File: config.mk
export PLATFORM = sky130hd
export DESIGN_NAME = zs_readout
export DESIGN_NICKNAME = d
export VERILOG_FILES = /design/src/rtl/zs_readout_pkg.sv /design/src/rtl/zs_prio_enc.sv /design/src/rtl/zs_window.sv /design/src/rtl/zs_readout.sv
export SDC_FILE = /design/constraint.sdc
export NUM_CORES = 1
export LEC_CHECK = 0
export BUFFER_PORTS_ARGS = -buffer_cell sky130_fd_sc_hd__clkbuf_2
export CAP_MARGIN = 10
export CORE_AREA = 2 2 456 458
export DETAILED_ROUTE_END_ITERATION = 8
export DIE_AREA = 0 0 458 460
export PLACE_DENSITY_LB_ADDON = 0.08
export SYNTH_ARGS = -nofsm -noshare
export SYNTH_HDL_FRONTEND = slang
export SYNTH_SLANG_ARGS = --single-unit
File: constraint.sdc
create_clock -name clk_i -period 9.15 [get_ports clk_i]
set_input_delay 0.915 -clock clk_i [delete_from_list [all_inputs] [get_ports clk_i]]
set_output_delay 0.915 -clock clk_i [all_outputs]
set_load 0.01 [all_outputs]
File: src/rtl/zs_readout_pkg.sv
`timescale 1ns/1ps
package zs_readout_pkg;
  typedef enum logic [1:0] {
    ST_IDLE = 2'd0,
    ST_SEEK = 2'd1,
    ST_DATA = 2'd2
  } zs_state_e;
endpackage

File: src/rtl/zs_prio_enc.sv
`timescale 1ns/1ps
module zs_prio_enc #(
  parameter int unsigned W  = 8,
  localparam int unsigned IW = (W > 1) ? $clog2(W) : 1
) (
  input  logic [W-1:0]  req_i,
  output logic          found_o,
  output logic [IW-1:0] idx_o
);
  // lowest set bit wins
  always_comb begin
    found_o = |req_i;
    idx_o   = '0;
    for (int i = W - 1; i >= 0; i--) begin
      if (req_i[i]) idx_o = IW'(i);
    end
  end
endmodule

File: src/rtl/zs_window.sv
`timescale 1ns/1ps
module zs_window #(
  parameter int unsigned NUM_CH = 128,
  parameter int unsigned WIN    = 8,
  parameter int unsigned PTR_W  = 8
) (
  input  logic [NUM_CH-1:0] pend_i,
  input  logic [PTR_W-1:0]  base_i,
  output logic [WIN-1:0]    win_o
);
  localparam int unsigned SUM_W = PTR_W + 1;
  localparam int unsigned AW    = (NUM_CH > 1) ? $clog2(NUM_CH) : 1;

  for (genvar k = 0; k < WIN; k++) begin : g_tap
    logic [SUM_W-1:0] idx;
    assign idx      = SUM_W'(base_i) + SUM_W'(k);
    // taps past the last channel read as empty
    assign win_o[k] = (idx < SUM_W'(NUM_CH)) ? pend_i[idx[AW-1:0]] : 1'b0;
  end
endmodule

File: src/rtl/zs_readout.sv
`timescale 1ns/1ps
module zs_readout
  import zs_readout_pkg::*;
#(
  parameter int unsigned NUM_CH = 128,
  parameter int unsigned CODE_W = 8,
  parameter int unsigned WIN    = 8
) (
  input  logic                     clk_i,
  input  logic                     rst_ni,
  input  logic                     start_i,
  input  logic [NUM_CH-1:0]        hit_i,
  input  logic [NUM_CH*CODE_W-1:0] code_i,
  output logic [CODE_W-1:0]        data_o,
  output logic                     valid_o,
  output logic                     busy_o,
  output logic                     done_o
);
  localparam int unsigned ADDR_W = $clog2(NUM_CH);
  localparam int unsigned PTR_W  = ADDR_W + 1;
  localparam int unsigned WIN_IW = (WIN > 1) ? $clog2(WIN) : 1;

  zs_state_e           state_q;
  logic [NUM_CH-1:0]   pend_q;
  logic [PTR_W-1:0]    ptr_q;
  logic [ADDR_W-1:0]   cur_q;
  logic [CODE_W-1:0]   data_q;
  logic                valid_q, done_q;

  logic [CODE_W-1:0]   code_arr [NUM_CH];
  logic [WIN-1:0]      win_bits;
  logic                win_found, any_found;
  logic [WIN_IW-1:0]   win_idx;
  logic [ADDR_W-1:0]   first_idx;
  logic [PTR_W-1:0]    win_ch;

  for (genvar c = 0; c < NUM_CH; c++) begin : g_code
    assign code_arr[c] = code_i[c*CODE_W +: CODE_W];
  end

  zs_window #(.NUM_CH(NUM_CH), .WIN(WIN), .PTR_W(PTR_W)) i_window (
    .pend_i (pend_q),
    .base_i (ptr_q),
    .win_o  (win_bits)
  );

  zs_prio_enc #(.W(WIN)) i_win_enc (
    .req_i   (win_bits),
    .found_o (win_found),
    .idx_o   (win_idx)
  );

  // full-width search, used only to retarget after an empty window
  zs_prio_enc #(.W(NUM_CH)) i_full_enc (
    .req_i   (pend_q),
    .found_o (any_found),
    .idx_o   (first_idx)
  );

  assign win_ch = ptr_q + PTR_W'(win_idx);

  always_ff @(posedge clk_i or negedge rst_ni) begin
    if (!rst_ni) begin
      state_q <= ST_IDLE;
      pend_q  <= '0;
      ptr_q   <= '0;
      cur_q   <= '0;
      data_q  <= '0;
      valid_q <= 1'b0;
      done_q  <= 1'b0;
    end else begin
      valid_q <= 1'b0;
      done_q  <= 1'b0;
      unique case (state_q)
        ST_IDLE: begin
          if (start_i) begin
            pend_q  <= hit_i;
            ptr_q   <= '0;
            state_q <= ST_SEEK;
          end
        end
        ST_SEEK: begin
          if (!any_found) begin
            done_q  <= 1'b1;
            state_q <= ST_IDLE;
          end else if (win_found) begin
            data_q  <= CODE_W'(win_ch[ADDR_W-1:0]);
            valid_q <= 1'b1;
            cur_q   <= win_ch[ADDR_W-1:0];
            pend_q[win_ch[ADDR_W-1:0]] <= 1'b0;
            state_q <= ST_DATA;
          end else begin
            ptr_q <= PTR_W'(first_idx);  // one idle cycle
          end
        end
        ST_DATA: begin
          data_q  <= code_arr[cur_q];
          valid_q <= 1'b1;
          ptr_q   <= PTR_W'(cur_q) + PTR_W'(1);
          state_q <= ST_SEEK;
        end
        default: state_q <= ST_IDLE;
      endcase
    end
  end

  assign data_o  = data_q;
  assign valid_o = valid_q;
  assign done_o  = done_q;
  assign busy_o  = (state_q != ST_IDLE);

  // checker state: last address put on the bus in this readout
  logic [ADDR_W-1:0] prev_ch_q;
  logic              prev_vld_q;
  always_ff @(posedge clk_i or negedge rst_ni) begin
    if (!rst_ni) begin
      prev_ch_q  <= '0;
      prev_vld_q <= 1'b0;
    end else if (state_q == ST_IDLE) begin
      prev_vld_q <= 1'b0;
    end else if (state_q == ST_DATA) begin
      prev_ch_q  <= data_o[ADDR_W-1:0];
      prev_vld_q <= 1'b1;
    end
  end


  addr_word_chk: assert property (@(posedge clk_i) disable iff (!rst_ni)
    (state_q == ST_DATA) |-> (valid_o && data_o[CODE_W-1] == 1'b0));

  ascending_chk: assert property (@(posedge clk_i) disable iff (!rst_ni)
    (state_q == ST_DATA && prev_vld_q) |-> (data_o[ADDR_W-1:0] > prev_ch_q));

  done_pulse_chk: assert property (@(posedge clk_i) disable iff (!rst_ni)
    done_o |=> !done_o);

  done_quiet_chk: assert property (@(posedge clk_i) disable iff (!rst_ni)
    done_o |-> (!valid_o && !busy_o));

  pend_no_set_chk: assert property (@(posedge clk_i) disable iff (!rst_ni)
    (state_q != ST_IDLE) |=> ((pend_q & ~$past(pend_q)) == '0));

  retarget_chk: assert property (@(posedge clk_i) disable iff (!rst_ni)
    (state_q == ST_SEEK && !win_found && any_found) |=> (state_q == ST_SEEK && win_found));
endmodule

# ---- Yosys cells after proc, flatten, opt, wreduce, memory -nomap -nowiden
# Cells that the tools add are included.
dict set report word_totals {
  elab_cells 243
  ff_bits 155
  output_inout_bits 11
}
dict set report op_classes {
  n_reduce_logical 13
  n_eq_ne 7
  n_addsub 9
  n_bitwise 3
  mux 185
  n_lt_le_gt_ge 19
}
# operator n
set ops {}
lappend ops {{7-bit two-way mux} 128}
lappend ops {{128-bit two-way mux} 3}
lappend ops {{128-bit one-hot mux with 2 select lines} 1}
lappend ops {{128-bit AND} 1}
lappend ops {{128-bit NOT} 1}
lappend ops {{128-bit OR reduction} 1}
lappend ops {{7-bit by 8-bit less-than comparator with 1-bit output, second input constant} 9}
lappend ops {{9-bit by 8-bit less-than comparator with 1-bit output, second input constant} 7}
lappend ops {{1-bit binary-select mux with 7-bit select} 8}
lappend ops {{8-bit binary-select mux with 7-bit select} 1}
lappend ops {{8-bit two-way mux} 7}
lappend ops {{8-bit by 3-bit adder with 9-bit output, second input constant} 4}
lappend ops {{3-bit two-way mux} 8}
lappend ops {{8-bit one-hot mux with 3 select lines} 1}
lappend ops {{1-bit two-way mux} 21}
lappend ops {{8-bit by 2-bit adder with 9-bit output, second input constant} 2}
lappend ops {{8-bit one-hot mux with 2 select lines} 1}
lappend ops {{8-bit by 1-bit adder with 9-bit output, second input constant} 1}
lappend ops {{7-bit by 1-bit adder with 8-bit output, second input constant} 1}
lappend ops {{8-bit >= comparator, second input constant} 1}
lappend ops {{8-bit less-than comparator, second input constant} 1}
lappend ops {{7-bit NOT with 8-bit output} 1}
lappend ops {{4-bit AND reduction} 2}
lappend ops {{8-bit OR reduction} 1}
lappend ops {{other kinds (17)} 24}

# ---- Logic depth before layout (Yosys ltp)
# Gate-level depths: netlist (run 1).
dict set report logic_depth {
  ltp_word 131
  depth_mapped 30
  mapped_depth_nobuf 24
}

# ---- Modules after synthesis
# Synthesis (run 1) repeated with hierarchy kept, for this count alone.
dict set report hier_totals {
  cells_unflattened 2465
  hier_area_um2 25085.3
}
# mod area_per_inst_um2 cells_per_inst instances
set modules_own_cells {}
lappend modules_own_cells {zs_readout 16824.9 1609 1}
lappend modules_own_cells {zs_window 6481.2 543 1}
lappend modules_own_cells {{zs_prio_enc at i_full_enc} 1697.9 300 1}
lappend modules_own_cells {{zs_prio_enc at i_win_enc} 81.3 13 1}

# ---- Worst setup path after synthesis (run 1)
# Ideal clock, no wire load.
dict set report synth_path {
  path_type {register to register}
  from {reg ptr_q[1]}
  to {reg pend_q[104]}
  path_stages_with_launch 26
  t_arrival_ps 6475
  slack_ps 2546
  path_cell_list {dfrtp_1 -> buf_2 -> buf_2 -> buf_1 -> inv_1 -> ha_1 -> clkbuf_1 -> clkbuf_1 -> mux4_2 -> mux4_2 -> a22oi_1 -> nand2_1 -> a311o_1 -> or3b_1 -> o21bai_1 -> inv_1 -> ha_1 -> a21o_1 -> a21oi_1 -> nor2_1 -> xor2_1 -> nand2_1 -> nor2_1 -> nand2_1 -> a32oi_1 -> o21ai_0}
}
dict set report synth_via {
  elab_chain_cells 22
  elab_cells_between_ends 61
}
# item line_no
set synth_rtl {}
lappend synth_rtl {{from (decl)} zs_readout.sv:25} ;# logic [PTR_W-1:0] ptr_q;
lappend synth_rtl {{from (signal assigned)} zs_readout.sv:93} ;# ptr_q <= PTR_W'(first_idx);
lappend synth_rtl {{from (signal assigned)} zs_readout.sv:99} ;# ptr_q <= PTR_W'(cur_q) + PTR_W'(1);
lappend synth_rtl {{8-bit by 3-bit adder with 9-bit output} zs_window.sv:16} ;# assign idx = SUM_W'(base_i) + SUM_W'(k);
lappend synth_rtl {{1-bit binary-select mux with 7-bit select} zs_window.sv:18} ;# assign win_o[k] = (idx < SUM_W'(NUM_CH)) ? pend_i[idx[AW-1:0]] : 1'b0;
lappend synth_rtl {{1-bit two-way mux (implied by the code)} zs_window.sv:18}
lappend synth_rtl {{1-bit two-way mux} zs_window.sv:18}
lappend synth_rtl {{3-bit two-way mux (8 in series)} zs_prio_enc.sv:15} ;# if (req_i[i]) idx_o = IW'(i);
lappend synth_rtl {{7-bit by 3-bit adder with 7-bit output} zs_readout.sv:60} ;# assign win_ch = ptr_q + PTR_W'(win_idx);
lappend synth_rtl {{7-bit by 8-bit less-than comparator with 1-bit output (implied by the code) or 7-bit by 1-bit >= comparator with 1-bit output (tied branches)} zs_readout.sv:90} ;# pend_q[win_ch[ADDR_W-1:0]] <= 1'b0;
lappend synth_rtl {{1-bit logical AND (implied by the code)} zs_readout.sv:90}
lappend synth_rtl {{1-bit two-way mux (implied by the code)} zs_readout.sv:90}
lappend synth_rtl {{1-bit demux with 7-bit select} zs_readout.sv:90}
lappend synth_rtl {{128-bit NOT (no source line)} --}
lappend synth_rtl {{128-bit AND (no source line)} --}
lappend synth_rtl {{128-bit two-way mux} zs_readout.sv:86} ;# end else if (win_found) begin
lappend synth_rtl {{128-bit two-way mux} zs_readout.sv:83} ;# if (!any_found) begin
lappend synth_rtl {{128-bit one-hot mux with 2 select lines} zs_readout.sv:74} ;# unique case (state_q)
lappend synth_rtl {{to (signal assigned)} zs_readout.sv:77} ;# pend_q <= hit_i;
lappend synth_rtl {{to (decl)} zs_readout.sv:24} ;# logic [NUM_CH-1:0] pend_q;
# Parallel ways exist; a longest one is shown, timed or not. The select of a mux whose other input is x is not followed.
# A chain may end at the register's enable or synchronous reset.

# ---- Final worst setup path (run 1)
dict set report layout_path {
  from {reg ptr_q[0]}
  to {reg pend_q[39]}
}
# Same word-level chain as after synthesis.

==> results of run 1 <==
-- registers in the layout, summed over array words and instances, names as in the netlist --
register / cells
valid_o: 1
state_q: 2
pend_q: 128
data_o: 8
done_o: 1
cur_q: 7
ptr_q: 8
-- final timing paths --
path                       depth (start not counted)  slack (ns)    endpoint
setup / recovery                                  21        1.29  pend_q[39]
hold / removal                                     1        0.38  pend_q[93]
setup reg to reg                                  21        1.29  pend_q[39]
hold reg to reg                                    1        0.52   data_o[1]
max in group asynchronous                          2        7.44  pend_q[32]
min in group clk_i                                 1        0.52   data_o[1]
-- metal layers --
metal,global-route usage (%),vias up,share of wire [%]
met5,0,-,0.013
met4,3.35,4,1.8
met3,3.03,101,5.2
met2,32.8,1095,51
met1,24.0,14029,42
li1,-,11111,-
-- power by group through the flow --
| stage | Combinational [mW] | Clock, mW | Sequential [mW] |
|---|---|---|---|
| 3_3_place_gp | 10.4 | 0 | 2.21 |
| 2_1_floorplan | 6.36 | 0 | 1.25 |
| 5_1_grt | 10.8 | 0.896 | 2.22 |
| 4_1_cts | 10.4 | 0.884 | 2.16 |
| 3_5_place_dp | 10.3 | 0 | 2.17 |
| 6_report | 10.1 | 0.851 | 2.17 |
-- critical path, cell delays in order (launching register included) --
cell,delay (ns)
dfrtp_4,0.69
clkinv_1,0.34
ha_2,0.79
buf_4,0.38
mux4_2,0.35
mux4_2,0.48
a22oi_1,0.24
a22oi_1,0.20
a311o_1,0.40
or3b_1,0.44
o21bai_1,0.25
inv_1,0.07
ha_1,0.27
a21o_1,0.18
a21oi_1,0.22
nor2_1,0.08
xor2_1,0.70
nand2_1,0.51
nor2_1,0.66
nand2_1,0.12
a32oi_1,0.21
o21ai_1,0.09
-- area by class of cell --
class	instances	area share (%)
inverter	143	1.58
timing repair buffer	1246	19.2
clock inverter	14	0.547
antenna	18	0.133
clock buffer	18	1.27
tap	2704	9.99
sequential	155	11.5
multi-input combinational	1647	55.7
-- stage by stage --
step                worst slack (ns)  instances  util, %  cell area (sq um)  hold slack [ns]
finish                          1.29       5945     16.4              33900            0.378
floorplan                       2.55       2213        -              24300            0.551
global route                   0.656       5933     16.4              33800            0.407
detailed placement              1.14       5894     16.1              33200            0.502
global placement                1.02       5894     16.1              33200            0.499
CTS                             1.11       5926     16.4              33800            0.364
-- cells by family (layout without fill, tap and decap cells) --
group,Yosys count,count (layout),share of synthesized area (%)
multiplexers,629,629,51.2
AO/OA/AOI/OAI,522,522,15.3
AND/OR/NAND/NOR,437,437,8.52
buffers and inverters,411,1421,6.63
flip-flops,155,155,16.0
XOR/XNOR,41,41,1.48
adder cells (fa/ha/maj),18,18,0.959
other,0,18,0
-- cells in the mapped netlist, types with 5 or more instances --
library cell,instances,area share (%)
nor4_1,32,0.82
a211o_1,6,0.22
nand2b_1,17,0.44
nor2b_1,21,0.54
nor2_1,81,1.3
or2_2,5,0.13
a211oi_1,12,0.37
a21oi_1,56,1.2
o31ai_1,6,0.19
clkbuf_1,173,2.7
o21ai_0,48,0.99
o211ai_2,12,0.62
a2111oi_0,12,0.43
mux4_2,486,45
buf_1,56,0.87
nand2_1,179,2.8
and3_1,12,0.31
inv_1,141,2.2
buf_2,34,0.70
mux2i_1,112,4.6
a31oi_1,7,0.18
nor3_1,23,0.47
or4_1,9,0.28
nand4_1,17,0.44
a311oi_1,8,0.29
xnor2_1,23,0.83
dfrtp_1,155,16
o2111ai_1,15,0.54
a22oi_1,33,1.0
o211ai_1,62,1.9
nand3_1,23,0.47
xor2_1,18,0.65
o21ai_1,88,1.8
or3_1,5,0.13
mux2_2,31,1.4
o22ai_1,14,0.36
a21boi_0,5,0.15
a32oi_1,96,3.5
o311ai_0,6,0.22
ha_1,17,0.88
==> out/qor.csv, run 1 <==
metric,value,unit
Internal Power,5.50,mW
WL final,203000,microns
Yosys warnings,0,
vias per inst,4.43,
RSZ-0062 raised after global routing,false,
detailed-route wire length per cell,34.1,microns
postcts setup bufs,0,
crit path from,ptr_q[0],
port bufs,1165,
post-synthesis area per instance,11.0,sq um
Die Area,211000,sq um
share of cells above drive strength 1,57.2,%
"EDFF count, synth",0,
Logic pwr share,77.0,%
"most common cell after layout, fill and taps aside",clkbuf_2,
Fin Setup TNS,0,ns
Reg power frac,16.5,%
Peak VDD IR,0.533,mV
FP Rows,167,
root buf cell,clkbuf_16,
Clock Skew,0.0256,ns
synthesized instance count,2213,
Detail Route Antenna Nets,0,
P per Cell Area,388,nW/um^2
CTS max path bufs,2,
ys flop type,dfrtp_1,
clock latency at the later pin of the worst-skew pair,0.54,ns
io pins,1166,
Fmax,127,MHz
register area,3900,sq um
GPL Wtd Cong,0.878,
Clock Pin Slew Worst Setup and Hold Paths,0.10,ns
P_sw,7.64,mW
CP Max Fanout,20,
max_cap viols,0,
Fillers,23171,
Slew @ Worst Pin,1.13,ns
syn nets,3386,
Critical Path AT,8.24,ns
Die Y-Extent,460,microns
PnR Total Power,13.1,mW
Synth cell types,71,
via count,26340,
max-slew violations,0,
Crit Path Category,flip-flop to flip-flop,
Clock Power Share,6.5,%
footprint of the multi-input gates,18900,sq um
Static Leak,13.1,nW
worst r2r src,ptr_q[0],
status,"complete, no violations",
nets@finish,4383,
CP Launch Type,flip-flop,
Detailed Place HPWL,169000,microns
die width,458,microns
synthesized flop and latch total,155,
Hold Path Class,input pin to asynchronous set/reset pin,
vias in the first global route,28018,
hold_buf cts,0,
Starting Density,11.8,%
Mapped Area,24300,sq um
sequential share of the synthesized area,16.0,%
period utilization,85.9,%
Final setup viols,0,
1st-pass router iterations,5,
DRC Markers,0,
drt initial violations,2011,
cts repair resizes,0,
Switching Share,58.1,%
Crit path required time,9.54,ns
final hold vios,0,
GRT Residual Overflow,0,
H-tree Lvls,4,
largest net degree at the start of global routing,101,
Global Route Usage Sum,18.6,%
first-pass GRT wire length,267000,microns
P&R area growth vs syn,39.5,%
Slew headroom,24.2,%
fraction of registers with async set/reset,100,%
cts bufs inserted,17,
Core Box Area,206000,sq um
min cycle time layout,7.86,ns
CP Capture Type,flip-flop,
most frequent cells in the layout,"1164 x clkbuf_2, 486 x mux4_2, 179 x nand2_1",
TritonCTS clock tree,yes,
initial antenna violation count,52,
Clock Sinks,155,
(Power assumes the default switching activity.)
==> run 2, diff against run 1 <==
--- a/config.mk
+++ b/config.mk
@@ -7,10 +7,11 @@
 export LEC_CHECK = 0
 export BUFFER_PORTS_ARGS = -buffer_cell sky130_fd_sc_hd__clkbuf_2
 export CAP_MARGIN = 10
-export CORE_AREA = 2 2 456 458
+export CORE_AREA = 2 2 450 452
 export DETAILED_ROUTE_END_ITERATION = 8
-export DIE_AREA = 0 0 458 460
+export DIE_AREA = 0 0 452 454
 export PLACE_DENSITY_LB_ADDON = 0.08
 export SYNTH_ARGS = -nofsm -noshare
 export SYNTH_HDL_FRONTEND = slang
+export SYNTH_HIERARCHICAL = 1
 export SYNTH_SLANG_ARGS = --single-unit
==> out/qor.csv, run 2 <==
metric,value,unit,change
status,"complete, no violations",,
WHS,0.403,ns,+0.0250 ns
Reg power frac,18.9,%,+2.4 points
hold_buf cts,0,,unchanged
H-tree Lvls,4,,unchanged
FP Rows,165,,-1.2%
DRC Markers,0,,unchanged
P&R area growth vs syn,36.1,%,
CTS max path bufs,2,,unchanged
worst r2r src,ptr_q[0],,
Crit path required time,9.54,ns,about the same
Crit Path Category,flip-flop to flip-flop,,
die width,452,microns,-1.3%
most flop-heavy register,pend_q,,
Synth Area in Simple Gates,12.5,%,+4.0 points
Fillers,22711,,-2.0%
synthesized instance count,2465,,+11%
synthesized-area fraction occupied by adder cells,1.03,%,+0.069 points
Die Area,205000,sq um,-2.6%
Clock Pin Slew Worst Setup and Hold Paths,0.08,ns,-0.02 ns
most used standard cell by instance count after synthesis,mux4_2,,
root buf cell,clkbuf_16,,
Global Route Usage Sum,21.5,%,+2.9 points
Critical Path AT,7.82,ns,-0.42 ns
TritonCTS clock tree,yes,,
Switching Share,58.9,%,+0.80 points
Clock Power Share,6.5,%,about the same
Post-synth top cells,"332 x mux4_2, 234 x nand2_1, 201 x mux2i_1",,
Fin Setup TNS,0,ns,unchanged
register area,3900,sq um,about the same
Synth cell types,99,,+39%
initial antenna violation count,55,,+5.8%
Hold Path Class,input pin to asynchronous set/reset pin,,
synthesized flop and latch total,155,,unchanged
Clock Sinks,155,,unchanged
crit path from,ptr_q[0],,
Detailed Place HPWL,193000,microns,+14%
GPL Wtd Cong,0.844,,-3.9%
post-synthesis mux area share,41.3,%,-9.8 points
drt initial violations,2304,,+15%
max_cap viols,0,,unchanged
final hold vios,0,,unchanged
Final setup viols,0,,unchanged
cts bufs inserted,17,,unchanged
vias per inst,4.59,,+3.6%
share of cells above drive strength 1,48.1,%,-9.0 points
via count,28493,,+8.2%
Critical Path Sink,pend_q[123],,
worst reg-to-reg path cell count,16,,-24%
Yosys top cell by area,mux4_2,,
sequential share of the synthesized area,15.5,%,-0.52 points
most frequent cells in the layout,"1164 x clkbuf_2, 332 x mux4_2, 234 x nand2_1",,
clock latency at the later pin of the worst-skew pair,0.52,ns,-0.02 ns
CP Launch Type,flip-flop,,
Synth Area in XOR/XNOR,1.73,%,+0.25 points
max-slew violations,0,,unchanged
1st-pass router iterations,5,,unchanged
max reg flops,128,,unchanged
Static Leak,13.8,nW,+4.8%
Starting Density,12.5,%,+0.71 points
ys flop type,dfrtp_1,,
Fmax,135,MHz,+5.7%
io pins,1166,,unchanged
period utilization,81.2,%,-4.6 points
design area,34100,sq um,+0.78%
largest net degree at the start of global routing,129,,+28%
Peak VDD IR,0.514,mV,-3.5%
"most common cell after layout, fill and taps aside",clkbuf_2,,
Die Y-Extent,454,microns,-1.3%
Yosys top cell area share,29.8,%,-15 points
port bufs,1165,,unchanged
Slew headroom,18.1,%,-6.0 points
Synth area leaders,"mux4_2 30%, dfrtp_1 15%, mux2i_1 8.0%",,
r2r setup slk,1.72,ns,+0.43 ns
syn nets,3640,,+7.5%
fraction of registers with async set/reset,100,%,unchanged
Slew @ Worst Pin,1.22,ns,+0.0897 ns
RSZ-0062 raised after global routing,false,,
Detail Route Antenna Nets,0,,unchanged
cts repair resizes,0,,unchanged
"EDFF count, synth",0,,unchanged
Mapped Area,25100,sq um,+3.4%
vias in the first global route,28990,,+3.5%
P_sw,7.35,mW,-3.7%
first-pass GRT wire length,295000,microns,+10%
post-synthesis area per instance,10.2,sq um,-7.2%
footprint of the multi-input gates,19500,sq um,+3.4%
P per Cell Area,366,nW/um^2,-5.8%
min cycle time layout,7.43,ns,-0.425 ns
Yosys warnings,6,,+6
CP Max Fanout,57,,+190%
PnR Total Power,12.5,mW,-5.0%
Clock Skew,0.0335,ns,+0.00787 ns
largest family of logic cells by synthesized area,multiplexers,,
worst reg2reg path endpoint,pend_q[123],,
Internal Power,5.13,mW,-6.8%
Core Box Area,201000,sq um,-2.5%
Compound-Gate Fraction of Synth Area,20.9,%,+5.6 points
WL final,229000,microns,+13%
Logic pwr share,74.6,%,-2.4 points
GRT Residual Overflow,0,,unchanged
CP Capture Type,flip-flop,,
postcts setup bufs,0,,unchanged
detailed-route wire length per cell,37.0,microns,+8.5%
nets@finish,4681,,+6.8%
Placed Instance Area,33500,sq um,+0.84%
-- run 2: cell types whose count changed in the layout (fill, tap and decap cells not counted), moves of 36 or more --
cell	before	now
nor2_1	80	124
o22ai_1	14	78
a32oi_1	96	0
a211oi_1	12	53
mux2i_1	112	201
nand2_1	179	234
o21ai_1	88	16
inv_1	141	43
mux4_2	486	332
a22oi_1	33	133
o211ai_1	62	98
-- run 2: power groups by stage --
| stage | clock network, mW | registers (mW) | logic (mW) |
|---|---|---|---|
| 5_1_grt | 0.869 | 2.40 | 9.95 |
| 3_3_place_gp | 0 | 2.39 | 9.55 |
| 3_5_place_dp | 0 | 2.35 | 9.48 |
| 2_1_floorplan | 0 | 1.54 | 6.02 |
| 6_report | 0.812 | 2.36 | 9.31 |
| 4_1_cts | 0.858 | 2.33 | 9.51 |
-- run 2: metrics by stage --
stage	worst slack, ns	cells	util [%]
final	1.72	6207	17.0
after global routing	1.16	6196	17.0
after global placement	1.62	6156	16.7
after CTS	1.55	6190	17.0
after floorplan	3.10	2465	-
after detailed placement	1.56	6158	16.7
-- run 2: cell families (layout without fill, tap and decap cells) --
family                   count (synthesis)  after routing
AO/OA/AOI/OAI                          737            737
AND/OR/NAND/NOR                        650            650
multiplexers                           580            580
buffers and inverters                  277           1331
flip-flops                             155            155
XOR/XNOR                                46             46
adder cells (fa/ha/maj)                 20             20
other                                    0             16
-- run 2: layout make-up --
class	count	area share, %
multi-input combinational	2033	57.2
sequential	155	11.4
tap	2672	9.79
clock inverter	15	0.517
timing repair buffer	1251	19.2
inverter	48	0.528
clock buffer	17	1.25
antenna	16	0.117
-- run 2: worst min path at each step --
stage | endpoint | slack [ns] | depth (start not counted) | from
floorplan | ptr_q[7] | 0.46 | 2 | ptr_q[7]
global placement | data_o[4] | 0.49 | 2 | data_o[4]
detailed placement | data_o[3] | 0.49 | 2 | data_o[3]
CTS | pend_q[82] | 0.39 | 1 | rst_ni
global route | pend_q[81] | 0.43 | 1 | rst_ni
finish | pend_q[82] | 0.40 | 1 | rst_ni
-- run 2: routing by layer --
metal / track usage (%) / share of wire, % / up-vias / wire length [microns]
met5: 0 / 0.035 / - / 80
met3: 3.49 / 4.6 / 127 / 10500
li1: - / - / 12311 / -
met2: 38.0 / 51 / 1154 / 117000
met4: 4.35 / 2.1 / 14 / 4830
met1: 27.4 / 42 / 14887 / 97100
-- run 2: worst max-delay path, cell delays in order, from the launching register on --
cell and delay, ns:
dfrtp_4 0.84, buf_4 0.85, mux4_2 0.59, mux4_2 0.47, mux2i_1 0.14, nor4b_1 0.11
or4_1 0.58, o41ai_1 0.76, ha_1 0.30, inv_1 0.06, fa_1 0.44, nor2b_1 0.55
or3_1 0.23, nand4_2 0.16, a211oi_2 0.68, a21oi_1 0.15, a221o_1 0.28
